==> src/rtl/lin_break_pkg.sv <==
package lin_break_pkg;

  typedef enum logic [1:0] {
    GEN_IDLE  = 2'd0,
    GEN_LOW   = 2'd1,
    GEN_DELIM = 2'd2
  } gen_state_e;

  typedef enum logic [1:0] {
    DET_ARM   = 2'd0,
    DET_COUNT = 2'd1,
    DET_WAIT  = 2'd2
  } det_state_e;

endpackage

==> src/rtl/lin_brk_gen.sv <==
module lin_brk_gen
  import lin_break_pkg::*;
#(
  parameter int LOW_BITS = 13
) (
  input  logic clk,
  input  logic rst_n,
  input  logic lin_en,
  input  logic tx_idle,
  input  logic brk_req,
  input  logic bit_tick,
  input  logic tx_uart,
  output logic tx_line,
  output logic busy
);

  localparam int CW = $clog2(LOW_BITS + 1);
  localparam logic [CW-1:0] LAST = CW'(LOW_BITS - 1);

  gen_state_e      st_q, st_d;
  logic [CW-1:0]   cnt_q, cnt_d;

  // next-state
  always_comb begin
    st_d  = st_q;
    cnt_d = cnt_q;
    if (!lin_en) begin
      st_d  = GEN_IDLE;
      cnt_d = '0;
    end else begin
      unique case (st_q)
        GEN_IDLE: begin
          if (brk_req && tx_idle) begin
            st_d  = GEN_LOW;
            cnt_d = '0;
          end
        end
        GEN_LOW: begin
          if (bit_tick) begin
            if (cnt_q == LAST) begin
              st_d  = GEN_DELIM;
              cnt_d = '0;
            end else begin
              cnt_d = cnt_q + 1'b1;
            end
          end
        end
        GEN_DELIM: begin
          if (bit_tick) st_d = GEN_IDLE;
        end
        default: begin
          st_d  = GEN_IDLE;
          cnt_d = '0;
        end
      endcase
    end
  end

  // registers
  always_ff @(posedge clk or negedge rst_n) begin
    if (!rst_n) begin
      st_q  <= GEN_IDLE;
      cnt_q <= '0;
    end else begin
      st_q  <= st_d;
      cnt_q <= cnt_d;
    end
  end

  always_comb begin
    unique case (st_q)
      GEN_LOW:   tx_line = 1'b0;
      GEN_DELIM: tx_line = 1'b1;
      default:   tx_line = tx_uart;
    endcase
  end

  assign busy = (st_q != GEN_IDLE);

  // a break starts only from an accepted request
  assert_accept_gate_R2: assert property (@(posedge clk) disable iff (!rst_n)
    $rose(busy) |-> $past(brk_req && tx_idle && lin_en));

  // the break always ends on a high delimiter unless aborted
  assert_delim_high_R4: assert property (@(posedge clk) disable iff (!rst_n)
    ($fell(busy) && $past(lin_en)) |-> $past(tx_line));

  // withdrawing LIN mode ends the break on the next edge
  assert_abort_R12: assert property (@(posedge clk) disable iff (!rst_n)
    !lin_en |=> !busy);

endmodule

==> src/rtl/lin_brk_det.sv <==
module lin_brk_det
  import lin_break_pkg::*;
#(
  parameter int LOW_SAMPLES = 11
) (
  input  logic clk,
  input  logic rst_n,
  input  logic lin_en,
  input  logic rx_en,
  input  logic bit_tick,
  input  logic rx_line,
  output logic det_pulse
);

  localparam int CW = $clog2(LOW_SAMPLES + 1);
  localparam logic [CW-1:0] LAST = CW'(LOW_SAMPLES - 1);

  det_state_e    st_q, st_d;
  logic [CW-1:0] cnt_q, cnt_d;
  logic          rx_q;
  logic          armed;
  logic          fall;

  assign armed = lin_en && rx_en;
  assign fall  = rx_q && !rx_line;

  // next-state
  always_comb begin
    st_d      = st_q;
    cnt_d     = cnt_q;
    det_pulse = 1'b0;
    if (!armed) begin
      st_d  = DET_ARM;
      cnt_d = '0;
    end else begin
      unique case (st_q)
        DET_ARM: begin
          if (fall) begin
            st_d  = DET_COUNT;
            cnt_d = '0;
          end
        end
        DET_COUNT: begin
          if (bit_tick) begin
            if (rx_line) begin
              st_d = DET_ARM;
            end else if (cnt_q == LAST) begin
              st_d      = DET_WAIT;
              det_pulse = 1'b1;
            end else begin
              cnt_d = cnt_q + 1'b1;
            end
          end
        end
        DET_WAIT: begin
          if (rx_line) st_d = DET_ARM;
        end
        default: st_d = DET_ARM;
      endcase
    end
  end

  // registers
  always_ff @(posedge clk or negedge rst_n) begin
    if (!rst_n) begin
      st_q  <= DET_ARM;
      cnt_q <= '0;
      rx_q  <= 1'b1;
    end else begin
      st_q  <= st_d;
      cnt_q <= cnt_d;
      rx_q  <= rx_line;
    end
  end

  // a break is only declared on a low sample taken on a tick
  assert_declare_low_R7: assert property (@(posedge clk) disable iff (!rst_n)
    det_pulse |-> (!rx_line && bit_tick));

  // no declaration while disarmed
  assert_armed_only_R6: assert property (@(posedge clk) disable iff (!rst_n)
    det_pulse |-> (lin_en && rx_en));

  // after a declaration, a low line cannot produce another one next cycle
  assert_no_rearm_R9: assert property (@(posedge clk) disable iff (!rst_n)
    (det_pulse && !rx_line) |=> !det_pulse);

endmodule

==> src/rtl/lin_break_unit.sv <==
module lin_break_unit #(
  parameter int BRK_LOW_BITS = 13,
  parameter int DET_LOW_BITS = 11
) (
  input  logic clk,
  input  logic rst_n,
  input  logic lin_en,
  input  logic rx_en,
  input  logic tx_idle,
  input  logic brk_req,
  input  logic bit_tick,
  input  logic tx_uart,
  input  logic rx_line,
  input  logic brk_clr,
  input  logic brk_irq_en,
  output logic tx_line,
  output logic brk_busy,
  output logic brk_flag,
  output logic brk_irq
);

  logic det_pulse;
  logic flag_d;
  logic flag_q;

  lin_brk_gen #(.LOW_BITS(BRK_LOW_BITS)) u_gen (
    .clk      (clk),
    .rst_n    (rst_n),
    .lin_en   (lin_en),
    .tx_idle  (tx_idle),
    .brk_req  (brk_req),
    .bit_tick (bit_tick),
    .tx_uart  (tx_uart),
    .tx_line  (tx_line),
    .busy     (brk_busy)
  );

  lin_brk_det #(.LOW_SAMPLES(DET_LOW_BITS)) u_det (
    .clk       (clk),
    .rst_n     (rst_n),
    .lin_en    (lin_en),
    .rx_en     (rx_en),
    .bit_tick  (bit_tick),
    .rx_line   (rx_line),
    .det_pulse (det_pulse)
  );

  // next-state of the sticky flag: a new declaration wins over a clear
  always_comb begin
    flag_d = flag_q;
    if (det_pulse)    flag_d = 1'b1;
    else if (brk_clr) flag_d = 1'b0;
  end

  always_ff @(posedge clk or negedge rst_n) begin
    if (!rst_n) flag_q <= 1'b0;
    else        flag_q <= flag_d;
  end

  assign brk_flag = flag_q;
  assign brk_irq  = flag_q && brk_irq_en;

  // the flag holds until a clear arrives
  assert_sticky_R10: assert property (@(posedge clk) disable iff (!rst_n)
    (brk_flag && !brk_clr) |=> brk_flag);

  // the flag only rises after an armed detector saw a low line
  assert_flag_source_R10: assert property (@(posedge clk) disable iff (!rst_n)
    $rose(brk_flag) |-> $past(lin_en && rx_en && !rx_line));

endmodule

==> config.mk <==
export PLATFORM = sky130hd
export DESIGN_NAME = lin_break_unit
export DESIGN_NICKNAME = d
export VERILOG_FILES = /design/src/rtl/lin_break_pkg.sv /design/src/rtl/lin_brk_gen.sv /design/src/rtl/lin_brk_det.sv /design/src/rtl/lin_break_unit.sv
export SDC_FILE = /design/constraint.sdc
export NUM_CORES = 1
export LEC_CHECK = 0
export ABC_CLOCK_PERIOD_IN_PS = 1450
export BUFFER_PORTS_ARGS = -buffer_cell sky130_fd_sc_hd__clkbuf_2
export CAP_MARGIN = 10
export CORE_MARGIN = 1
export CORE_UTILIZATION = 25
export DETAILED_ROUTE_END_ITERATION = 7
export PLACE_DENSITY = 0.41
export SLEW_MARGIN = 20
export SYNTH_ARGS = -nofsm -noshare
export SYNTH_HDL_FRONTEND = slang
export SYNTH_SLANG_ARGS = --single-unit
export TNS_END_PERCENT = 30
==> constraint.sdc <==
create_clock -name clk -period 1.45 [get_ports clk]
set_input_delay 0.2175 -clock clk [delete_from_list [all_inputs] [get_ports clk]]
set_output_delay 0.2175 -clock clk [all_outputs]
set_load 0.005 [all_outputs]
==> flow_summary.ini <==
[synthesis]
synth_edf_count = 0
synth.avg_cell_area_um2 = 10.23
synth_seq_cells = 14
synthCells = 86
seq_area_frac_synth_pct = 39.97
ys.flop_type = dfrtp_1
synth_cell_types = 35
async_flop_share_pct = 100.0
syn_nets = 105
synth_area_um2 = 879.6
ys_warn_count = 0

[pwr]
p_int_mw = 0.9980
power_density_nw_per_um2 = 1171
swShare_pct = 34.87
clkPwrFrac_pct = 16.4
sequentialPowerShare_pct = 30.1
p_leak_nw = 0.6282
ir_worst_vdd_uv = 656.8
switchingPower_mw = 0.5343
power_frac_comb_pct = 53.5
power_mw = 1.532

[drt]
drc = 0
ant_nets = 0
num_vias = 759
post_drt_wl_per_cell_um = 11.70
totalWireLength_mm = 2.024
drt-vias-per-instance = 4.387
drt-initial-drc-count = 18
drtPass1Iterations = 2

[critical_path]
rr_startpoint = u_gen.st_q[1]
end_kind = primary output
rr_worst_depth = 7
critical_path.startpoint = u_gen.st_q[0]
crit_fanout = 2
cp-endpoint = tx_line
startpoint_type = register
rr_endpoint = u_gen.cnt_q[3]
worstSetupPathType = reg2out
regToRegSetupSlack_ns = -0.07
cp.arrival_ns = 1.39
critPathRequiredTime_ns = 1.23

[timing]
max_freq_ghz = 0.6208
hold_violations = 0
rsz0062_at_grt = true
fin_crit_sh_pct = 111.1
worst_pin_slew_ns = 0.3706
slew_headroom_pct = 75.29
finalClockSkew_ns = 0.004085
setup_ws_ns = -0.1609
fin_setup_tns_ns = -0.4136
final_max_slew_viol_count = 0
finalSetupViolations = 7
fin_crit_ns = 1.611

[global_routing]
first_global_vias = 771
grt_max_degree = 15
grtUsageTotal_pct = 13.43
grt_pass1_wl_mm = 3.622
grt_antenna_before_repair = 0
grt-ovfl-total = 0

[clock_tree]
h-tree-depth = 1
cts_buffer_depth = 2
clkLatencyLatePin_ns = 0.29
clock_sinks = 14
cts_tree = done
cts_buffers = 3
root_buffer = clkbuf_4
cts.clk_slew.worst_paths_ns = 0.10

[flow_run]
max-cap-violations = 0

[floorplan]
dieWidth_um = 61.32
core_area_um2 = 3363
initial_utilization_pct = 26.15
num_rows = 21
ios = 15
die_y_um = 61.32
die_area_um2 = 3760

[placed_design]
dpl.hpwl_mm = 1.473
io_buffers = 14
place_area_um2 = 1145
pre_cts_slack_ns = -0.09104
place.gp.congestion = 0.7260

[run_status]
status = finished with violations
violations = setup timing

[final_layout]
fin_area_um2 = 1309
final_nets = 147
area_growth_pct = 48.79
fillCellCount = 364
final_core_util_pct = 38.91
layout-drive-gt1-share_pct = 48.82
n_antenna_cell = 0

[hold_path]
hold_path_class = in2reg
[cell families after synthesis]
kind of cell	count (synthesis)	share of synthesized area [%]
mux	5	5.974
fa+ha+maj	8	11.38
flops	14	39.97
simple gates	31	22.33
buf+inv	10	4.409
compound gates	18	15.93
[worst max-delay path: stages, from the launching register on]
cell and delay (ns):
dfrtp_1 0.38, inv_2 0.06, ha_4 0.27, mux2_4 0.30, clkbuf_2 0.11
[registers in the layout (all words and copies together) (netlist names)]
signal	flops
u_det.cnt_q	4
u_gen.st_q	2
u_gen.cnt_q	4
u_det.st_q	2
brk_flag	1
u_det.rx_q	1
[cell usage in the layout (no fill, tap or decap), types with 4 or more instances in the layout]
cell	instances
o21ai_1	4
ha_4	4
clkbuf_2	14
ha_1	4
buf_4	23
inv_1	6
nand2_1	9
dfrtp_1	12
[cell usage after synthesis, types with 2 or more instances]
master / number / share of area, %
o21ai_0: 4 / 2.3
mux2i_1: 3 / 3.4
nand3_1: 3 / 1.7
nand2b_1: 3 / 2.1
a21oi_1: 2 / 1.1
nand2_1: 9 / 3.8
nor2_1: 3 / 1.3
mux2_2: 2 / 2.6
dfrtp_1: 13 / 37
o21ai_1: 2 / 1.1
nor2b_1: 2 / 1.4
inv_1: 9 / 3.8
nor3_1: 2 / 1.1
ha_1: 8 / 11
[layer usage]
metal  wire, µm  global-route usage (%)
met5          0                       0
met4         28                   5.844
met3         53                   2.731
met2        983                   21.43
met1        958                   17.65
[metrics by stage]
stage | hold WS (ns) | instances
2_1_floorplan | -0.07809 | 86
3_3_place_gp | 0.1579 | 162
3_5_place_dp | 0.1518 | 162
4_1_cts | 0.1815 | 172
5_1_grt | 0.1991 | 173
6_report | 0.1846 | 173
[how the worst min path moves through the flow]
stage | end | slack [ns] | from | cells past startpoint
6_report | brk_flag | 0.18 | brk_clr | 3
2_1_floorplan | brk_flag | -0.08 | rst_n | 0
3_5_place_dp | u_det.cnt_q[0] | 0.15 | rst_n | 1
3_3_place_gp | u_det.cnt_q[0] | 0.16 | rst_n | 1
4_1_cts | brk_flag | 0.18 | brk_clr | 3
5_1_grt | brk_flag | 0.20 | brk_clr | 3
[power by group through the flow]
stage / clock network [mW] / registers (mW) / logic, mW
after floorplan: 0 / 0.466 / 0.340
after global placement: 0 / 0.470 / 0.571
after detailed placement: 0 / 0.473 / 0.572
after CTS: 0.258 / 0.462 / 0.782
after global routing: 0.283 / 0.470 / 0.916
final: 0.251 / 0.462 / 0.819
[final cells by class]
class | count | area [µm²] | share of cell area, %
inverters | 9 | 33.78 | 2.581
flip-flops and latches | 14 | 352.8 | 26.96
multi-input cells | 62 | 585.6 | 44.74
clock buffers | 4 | 26.28 | 2.008
well taps | 46 | 57.56 | 4.398
repair buffers | 38 | 252.7 | 19.31
[what timing repair did]
item | in CTS | in global routing
endpoints found under the hold margin | 13 | 0
hold buffers | 1 | 0
pin swaps | 8 | 4
gates resized for setup | 13 | 6
setup buffers | 5 | 1
endpoints found under the setup margin | 10 | 12
(Power assumes the default switching activity.)
